[src/rtl/dmaq_pkg.sv]
package dmaq_pkg;

    typedef enum logic [1:0] {
        ST_IDLE       = 2'b00,
        ST_RUN        = 2'b01,
        ST_RUN_QUEUED = 2'b10
    } seq_state_t;

    localparam int unsigned SEL_W = 3;

    localparam logic [SEL_W-1:0] IX_CMD     = 3'd0;
    localparam logic [SEL_W-1:0] IX_STAT    = 3'd1;
    localparam logic [SEL_W-1:0] IX_ERR     = 3'd2;
    localparam logic [SEL_W-1:0] IX_QADDR   = 3'd3;
    localparam logic [SEL_W-1:0] IX_QLEN    = 3'd4;
    localparam logic [SEL_W-1:0] IX_AADDR   = 3'd5;
    localparam logic [SEL_W-1:0] IX_ALEN    = 3'd6;
    localparam logic [SEL_W-1:0] IX_SCRATCH = 3'd7;

    localparam int unsigned CMD_GO_BIT   = 0;
    localparam int unsigned CMD_DROP_BIT = 1;
    localparam int unsigned CMD_HALT_BIT = 2;

endpackage

[src/rtl/dmaq_cfg.sv]
module dmaq_cfg
    import dmaq_pkg::*;
#(
    parameter int ADDR_W = 32,
    parameter int LEN_W  = 16
) (
    input  logic              clk,
    input  logic              rst_n,
    input  logic              clr,
    input  logic              wr_ok,
    input  logic [SEL_W-1:0]  sel,
    input  logic [31:0]       wdata,
    input  logic              err_set,
    output logic [ADDR_W-1:0] q_addr,
    output logic [LEN_W-1:0]  q_len,
    output logic [31:0]       scratch,
    output logic              op_err
);

    always_ff @(posedge clk) begin
        if (!rst_n || clr) begin
            q_addr  <= '0;
            q_len   <= '0;
            scratch <= '0;
            op_err  <= 1'b0;
        end else begin
            if (wr_ok && sel == IX_QADDR)   q_addr  <= {wdata[ADDR_W-1:2], 2'b00};
            if (wr_ok && sel == IX_QLEN)    q_len   <= wdata[LEN_W-1:0];
            if (wr_ok && sel == IX_SCRATCH) scratch <= wdata;
            if (err_set)
                op_err <= 1'b1;
            else if (wr_ok && sel == IX_ERR && wdata[0])
                op_err <= 1'b0;
        end
    end

endmodule

[src/rtl/dmaq_ctl.sv]
module dmaq_ctl
    import dmaq_pkg::*;
#(
    parameter int ADDR_W = 32,
    parameter int LEN_W  = 16
) (
    input  logic              clk,
    input  logic              rst_n,
    input  logic              go,
    input  logic              drop,
    input  logic              halt,
    input  logic              done,
    input  logic [ADDR_W-1:0] q_addr,
    input  logic [LEN_W-1:0]  q_len,
    output seq_state_t        st,
    output logic [ADDR_W-1:0] a_addr,
    output logic [LEN_W-1:0]  a_len,
    output logic              launch,
    output logic              abort,
    output logic              err_set
);

    seq_state_t mid_st, nxt_st;
    logic       mid_launch, nxt_launch;
    logic       q_nonzero;

    assign q_nonzero = (q_len != '0);

    always_comb begin
        mid_st     = st;
        mid_launch = 1'b0;
        unique case (st)
            ST_IDLE: mid_st = ST_IDLE;
            ST_RUN: begin
                if (done) mid_st = ST_IDLE;
            end
            ST_RUN_QUEUED: begin
                if (done) begin
                    if (q_nonzero) begin
                        mid_st     = ST_RUN;
                        mid_launch = 1'b1;
                    end else begin
                        mid_st = ST_IDLE;
                    end
                end
            end
            default: mid_st = ST_IDLE;
        endcase

        nxt_st     = mid_st;
        nxt_launch = mid_launch;
        err_set    = 1'b0;
        if (halt) begin
            nxt_st     = ST_IDLE;
            nxt_launch = 1'b0;
        end else if (go && q_nonzero) begin
            unique case (mid_st)
                ST_IDLE: begin
                    nxt_st     = ST_RUN;
                    nxt_launch = 1'b1;
                end
                ST_RUN:        nxt_st  = ST_RUN_QUEUED;
                ST_RUN_QUEUED: err_set = 1'b1;
                default:       nxt_st  = ST_IDLE;
            endcase
        end else if (drop && mid_st == ST_RUN_QUEUED) begin
            nxt_st = ST_RUN;
        end
    end

    always_ff @(posedge clk) begin
        if (!rst_n) st <= ST_IDLE;
        else        st <= nxt_st;
    end

    always_ff @(posedge clk) begin
        if (!rst_n) begin
            a_addr <= '0;
            a_len  <= '0;
            launch <= 1'b0;
            abort  <= 1'b0;
        end else if (halt) begin
            a_addr <= '0;
            a_len  <= '0;
            launch <= 1'b0;
            abort  <= (st != ST_IDLE);
        end else begin
            launch <= nxt_launch;
            abort  <= 1'b0;
            if (nxt_launch) begin
                a_addr <= q_addr;
                a_len  <= q_len;
            end
        end
    end

endmodule

[src/rtl/dmaq_seq.sv]
module dmaq_seq
    import dmaq_pkg::*;
#(
    parameter int ADDR_W = 32,
    parameter int LEN_W  = 16
) (
    input  logic              clk,
    input  logic              rst_n,
    input  logic              reg_wr,
    input  logic [2:0]        reg_sel,
    input  logic [3:0]        reg_be,
    input  logic [31:0]       reg_wdata,
    output logic [31:0]       reg_rdata,
    output logic              eng_start,
    output logic              eng_abort,
    output logic [ADDR_W-1:0] eng_addr,
    output logic [LEN_W-1:0]  eng_words,
    input  logic              eng_done
);

    logic              wr_ok, cmd_hit;
    logic              cmd_go, cmd_drop, cmd_halt;
    logic              err_set, op_err;
    logic [ADDR_W-1:0] q_addr;
    logic [LEN_W-1:0]  q_len;
    logic [31:0]       scratch;
    seq_state_t        cur_st;

    assign wr_ok    = reg_wr && (reg_be == 4'hF);
    assign cmd_hit  = wr_ok && (reg_sel == IX_CMD);
    assign cmd_halt = cmd_hit && reg_wdata[CMD_HALT_BIT];
    assign cmd_drop = cmd_hit && !cmd_halt && reg_wdata[CMD_DROP_BIT];
    assign cmd_go   = cmd_hit && !cmd_halt && !cmd_drop && reg_wdata[CMD_GO_BIT];

    dmaq_cfg #(.ADDR_W(ADDR_W), .LEN_W(LEN_W)) cfg_i (
        .clk     (clk),
        .rst_n   (rst_n),
        .clr     (cmd_halt),
        .wr_ok   (wr_ok),
        .sel     (reg_sel),
        .wdata   (reg_wdata),
        .err_set (err_set),
        .q_addr  (q_addr),
        .q_len   (q_len),
        .scratch (scratch),
        .op_err  (op_err)
    );

    dmaq_ctl #(.ADDR_W(ADDR_W), .LEN_W(LEN_W)) ctl_i (
        .clk     (clk),
        .rst_n   (rst_n),
        .go      (cmd_go),
        .drop    (cmd_drop),
        .halt    (cmd_halt),
        .done    (eng_done),
        .q_addr  (q_addr),
        .q_len   (q_len),
        .st      (cur_st),
        .a_addr  (eng_addr),
        .a_len   (eng_words),
        .launch  (eng_start),
        .abort   (eng_abort),
        .err_set (err_set)
    );

    always_comb begin
        unique case (reg_sel)
            IX_STAT:    reg_rdata = 32'(cur_st);
            IX_ERR:     reg_rdata = 32'(op_err);
            IX_QADDR:   reg_rdata = 32'(q_addr);
            IX_QLEN:    reg_rdata = 32'(q_len);
            IX_AADDR:   reg_rdata = 32'(eng_addr);
            IX_ALEN:    reg_rdata = 32'(eng_words);
            IX_SCRATCH: reg_rdata = scratch;
            default:    reg_rdata = '0;
        endcase
    end

endmodule

[config.mk]
export PLATFORM = sky130hd
export DESIGN_NAME = dmaq_seq
export DESIGN_NICKNAME = d
export VERILOG_FILES = /design/src/rtl/dmaq_pkg.sv /design/src/rtl/dmaq_cfg.sv /design/src/rtl/dmaq_ctl.sv /design/src/rtl/dmaq_seq.sv
export SDC_FILE = /design/constraint.sdc
export NUM_CORES = 1
export LEC_CHECK = 0
export ABC_CLOCK_PERIOD_IN_PS = 4300
export CAP_MARGIN = 20
export CORE_ASPECT_RATIO = 1.5
export CORE_MARGIN = 2
export CORE_UTILIZATION = 30
export CTS_CLUSTER_SIZE = 30
export DETAILED_ROUTE_END_ITERATION = 6
export GPL_TIMING_DRIVEN = 0
export MAX_ROUTING_LAYER = met4
export PLACE_DENSITY_LB_ADDON = 0.08
export SYNTH_ARGS = -nofsm -noshare
export SYNTH_HDL_FRONTEND = slang
export SYNTH_SLANG_ARGS = --single-unit
[constraint.sdc]
create_clock -name clk -period 4.3 [get_ports clk]
set_input_delay 0.43 -clock clk [delete_from_list [all_inputs] [get_ports clk]]
set_output_delay 0.43 -clock clk [all_outputs]
set_load 0.1 [all_outputs]
== Word level (Yosys, flattened, before mapping) ==
Cells that the tools add are included.

* Bitwise logic cells: 1
* Order comparisons: 0
* Mux-type cells: 19
* Divide/modulo/power cells: 0
* Equal/unequal tests: 12
* Add/sub/neg operators: 0
* Reductions and logical operators: 25
* Shift operators: 0
* Multiply operators: 0

{| class="wikitable"
|+ Operators by type and width
! cell !! count
|-
| case mux 32 bit (7 select lines) || 1
|-
| nonzero test 16 bit || 1
|-
| logical AND 1 bit || 14
|-
| equality test 3 bit (second input constant) || 4
|-
| 2-to-1 mux 1 bit || 12
|-
| 2-to-1 mux 2 bit || 4
|-
| equality test 3 x 2 -> 1 bit (second input constant) || 2
|-
| case mux 2 bit (3 select lines) || 1
|-
| equality test 2 x 1 -> 1 bit (second input constant) || 2
|-
| equality test 2 bit (second input constant) || 2
|-
| equality test 4 bit (second input constant) || 1
|-
| case mux 2 bit (2 select lines) || 1
|-
| nonzero test 2 bit || 2
|-
| equality test 3 x 1 -> 1 bit (second input constant) || 1
|-
| zero test 1 bit || 3
|-
| zero test 3 bit || 1
|-
| zero test 2 bit || 1
|-
| AND reduction 2 bit || 1
|-
| OR reduction 2 bit || 1
|-
| logical OR 1 bit || 1
|-
| NOT 1 bit || 1
|}

* Input bits: 43
* Logic and storage cells: 66
* Latch bits: 0
* Memory bits (writable): 0
* Memories kept: 0
* Bits in read-only memories: 0
* Register bits: 129

== Logic depth before layout (Yosys ltp) ==
* Depth in word-level cells: 14
* Mapped depth: 13
* Depth with buffers taken out: 11

== Hierarchy ==
A second synthesis with hierarchy kept.

* Cells, all modules: 710
* Area, all modules: 6942.9 µm²

{| class="wikitable"
|+ Modules (own cells, without submodules)
! module !! area an instance (µm²) !! cells each !! instances !! sequential area each (µm²)
|-
| dmaq_cfg || 3444.6 || 312 || 1 || 1581.5
|-
| dmaq_ctl || 2290.9 || 251 || 1 || 1041.0
|-
| dmaq_seq || 1207.4 || 147 || 1 || 0.0
|}

== Least setup slack after synthesis ==
OpenSTA, ideal clock, no wires.

* Path kind: input to output
* Start point: input reg_sel[2]
* End point: output reg_rdata[0]
* Stages on the path: 5
* Setup slack: 0.454 ns
* Buffers on the path: 2
* Required time: 3.870 ns
* Arrival time: 3.416 ns
* Path through: buf_1 > clkbuf_1 > nor2b_1 > a22oi_1 > o21ai_0

* Word-level cells in the longest chain between the ends: 2
* Elaborated cells between the ends (all ways): 8
* Classes of those cells: eq/ne: 7; mux: 1

{| class="wikitable"
|+ RTL lines
! item !! line !! text
|-
| start, declared || dmaq_seq.sv:10 || <nowiki>input logic [2:0] reg_sel,</nowiki>
|-
| equality test 3 bit (tied with other cells) || dmaq_seq.sv:67 || <nowiki>unique case (reg_sel)</nowiki>
|-
| case mux 32 bit (7 select lines) (*) || dmaq_seq.sv:67 ||
|-
| end, declared || dmaq_seq.sv:13 || <nowiki>output logic [31:0] reg_rdata,</nowiki>
|}

Mark *: on every way between the ends. The rest lies on a longest branch, timed or not.

== Worst setup path after layout ==
* Start point: input reg_sel[2]
* End point: output reg_rdata[14]

The elaborated chain is that of the path after synthesis.

==> summary.txt <==
Type of the worst min-delay path: reg2reg
Synth unique cells: 44
Post-synthesis adder-cell area fraction: 0.0108
Boundary Pins: 125
Clk sinks: 129
Worst setup path class: in2out
DRC violations left: 0
Max stage delay on crit path: 870 ps
Max clock buf depth: 2
Clk pin slew, worst setup/hold paths: 60 ps
Post-Syn Instances: 627
Fillcell total: 1962
HPWL Detailed: 15600 um
CTS tree: done
Largest family of logic cells by synthesized area: compound AO/OA/AOI/OAI gates
Die span in y: 174 um
Count of final setup violators: 0
Cts bufs inserted: 17
Synth Area in Compound Gates: 0.248
First-pass GRT wire length: 32200 um
Final WS setup: 133 ps
Syn avg cell area: 9.27 sq um
Total Power: 0.00299 W
Core region area: 19100 sq um
Worst Path Arrival: 3740 ps
H-tree depth: 4
DR WL/cell: 20.9 um
Worst-Skew Late Latency: 420 ps
Setup slack at placement: -118 ps
Fin. Hold Viols: 0
Die area: 20500 sq um
Leakage power: 3.02 nW
Reg2reg end: ctl_i.a_addr[15]
Initial antenna violation count: 0
P per Cell Area: 374 nW/um^2
Fmax: 0.240 GHz
Worst r2r src: ctl_i.st[0]
Worst path cell trace: clkdlybuf4s50_1 > buf_1 > nor2b_1 > clkbuf_1 > a22o_1 > a22o_1 > dlygate4sd2_1
Crit path max fanout: 10
Simple-gate share of the synthesized area: 0.154
RSZ-0062 raised after global routing: false
Routability cong.: 0.871
Reg2reg setup slack: 1050 ps
Critical Path Sink Type: output port
WHS Path Cells: 2
Most frequent cells in the layout: 129 x nand2_1, 129 x dfxtp_1, 105 x clkdlybuf4s50_1, 64 x a21oi_1, 42 x a22o_1
EDFF count, synth: 0
CP required: 3870 ps
Main flop type after synthesis: dfxtp_1
Asr flop ratio synth: 0
Synthesized area: 5810 sq um
Maximum vdd drop: 0.256 mV
Initial core utilization: 0.305
Max-Slew Margin vs Limit: 0.316
Vias: 5545
CP startpoint kind: input port
Syn. warnings: 0
Clk_skew: 7.84 ps
CTS Root Cell: clkbuf_16
Hold_sp: cfg_i.scratch[19]
Row count: 62
Post-synthesis sequential area ratio: 0.444
Worst-path cell with the longest stage delay: dlygate4sd2_1
Hold EP: cfg_i.scratch[19]
Grt total ovfl: 0
Number of global-route vias before repair: 5505
Antenna Cells: 0
Via/cell ratio: 5.35
Syn-to-layout area delta: 37.6%
Post-CTS Setup Bufs: 0
FF+latch area: 2580 sq um
Hold WS: 450 ps
Post-Synth XOR/XNOR Area: 0
Crit share post-route: 0.969
Worst r2r path cells: 10
Max Slew Vio Count: 0
DRT antenna net count: 0
Mux contribution to synthesized area: 0.0891
MaxCap Viol Count: 0
GRT Util Overall: 0.214
Largest net degree at the start of global routing: 17
Layout cells sized above 1: 0.156
Worst path top cell family by delay: buffers and inverters
#FFs+latches synth: 129
Tmin final: 4170 ps
Starting DRT DRC Count: 421
CP bufs+invs: 4
Hold Buf Count CTS: 0
Outcome: finished, final reports clean
Worst Tran Pin Value: 1030 ps
PortBufs: 120
TritonRoute pass-1 iters: 5
Die W: 118 um
# nets final: 815
Most frequent CP cell: a22o_1
WL final: 21600 um
Multi-input combinational cell area: 2930 sq um
## cell families after synthesis
logic type	after synthesis
AND/OR/NAND/NOR	197
AO/OA/AOI/OAI	182
flip-flops	129
buffers and inverters	65
multiplexers	48
adder cells (fa/ha/maj)	5
other	1
## per-stage QoR
stage	std cells	util	TNS, ps	instance area [sq um]
final	1036	0.419	0	8000
after global routing	1036	0.419	0	8000
after CTS	1036	0.419	0	7990
after detailed placement	1004	0.385	-564	7340
after global placement	1004	0.385	-1430	7340
after floorplan	628	-	0	5820
## cell usage after synthesis (5+ instances only)
| master | count | area share |
|---|---|---|
| inv_1 | 5 | 0.0032 |
| nor4_1 | 5 | 0.0054 |
| nand4_1 | 5 | 0.0054 |
| buf_2 | 15 | 0.013 |
| mux2i_1 | 18 | 0.031 |
| buf_6 | 5 | 0.0097 |
| nor2_1 | 19 | 0.012 |
| a21oi_1 | 64 | 0.055 |
| a22oi_1 | 18 | 0.023 |
| clkbuf_1 | 34 | 0.022 |
| ha_1 | 5 | 0.011 |
| a22o_1 | 42 | 0.063 |
| o221a_2 | 33 | 0.064 |
| o221a_1 | 13 | 0.025 |
| dfxtp_1 | 129 | 0.44 |
| mux2_2 | 30 | 0.058 |
| nand2_1 | 129 | 0.083 |
| nor2b_1 | 20 | 0.022 |
## cell type report
type,instances,area share
multi-input combinational,434,0.366
timing repair buffer,120,0.150
sequential,129,0.323
clock inverter,11,0.0252
inverter,5,0.00235
clock buffer,21,0.0576
tap,256,0.0400
buffer,60,0.0361
## report_power, final
group,total (W),internal (W),switching (W)
combinational,0.000166,0.0000580,0.000108
sequential,0.00120,0.00120,0.00000129
clock,0.00162,0.00107,0.000557
total,0.00299,0.00232,0.000667
## registers in the layout (all words and copies together) (netlist names)
| register | cells |
|---|---|
| ctl_i.a_addr | 30 |
| ctl_i.abort | 1 |
| ctl_i.a_len | 16 |
| cfg_i.op_err | 1 |
| cfg_i.q_addr | 30 |
| ctl_i.st | 2 |
| ctl_i.launch | 1 |
| cfg_i.q_len | 16 |
| cfg_i.scratch | 32 |
## what timing repair did
action,in CTS,in global routing
endpoints found under the hold margin,0,0
endpoints found under the setup margin,10,5
gates resized for setup,10,5
## worst register-to-register path, cell delays in order, from the launching register on
cell and delay [ps]:
dfxtp_1 400, inv_1 90, ha_1 300, inv_1 50, or4_1 590, ha_1 230, nand3b_1 140, nor3_2 60
o21ai_2 480, clkbuf_1 550, o221a_2 310
## layer usage
metal	track usage	wire, um
met1	0.240	8820
met2	0.375	11100
met3	0.0367	1090
met4	0.0848	584
met5	-	0
## how the worst max path moves through the flow
stage          startpoint            end  slack, ps  depth (start not counted)
2_1_floorplan  reg_sel[2]   reg_rdata[0]        450                          5
3_3_place_gp   reg_sel[2]  reg_rdata[14]       -190                          6
3_5_place_dp   reg_sel[2]  reg_rdata[14]       -120                          7
4_1_cts        reg_sel[2]   reg_rdata[0]         60                          7
5_1_grt        reg_sel[2]  reg_rdata[19]          4                          7
6_report       reg_sel[2]  reg_rdata[14]        130                          7
(Power assumes the default switching activity.)
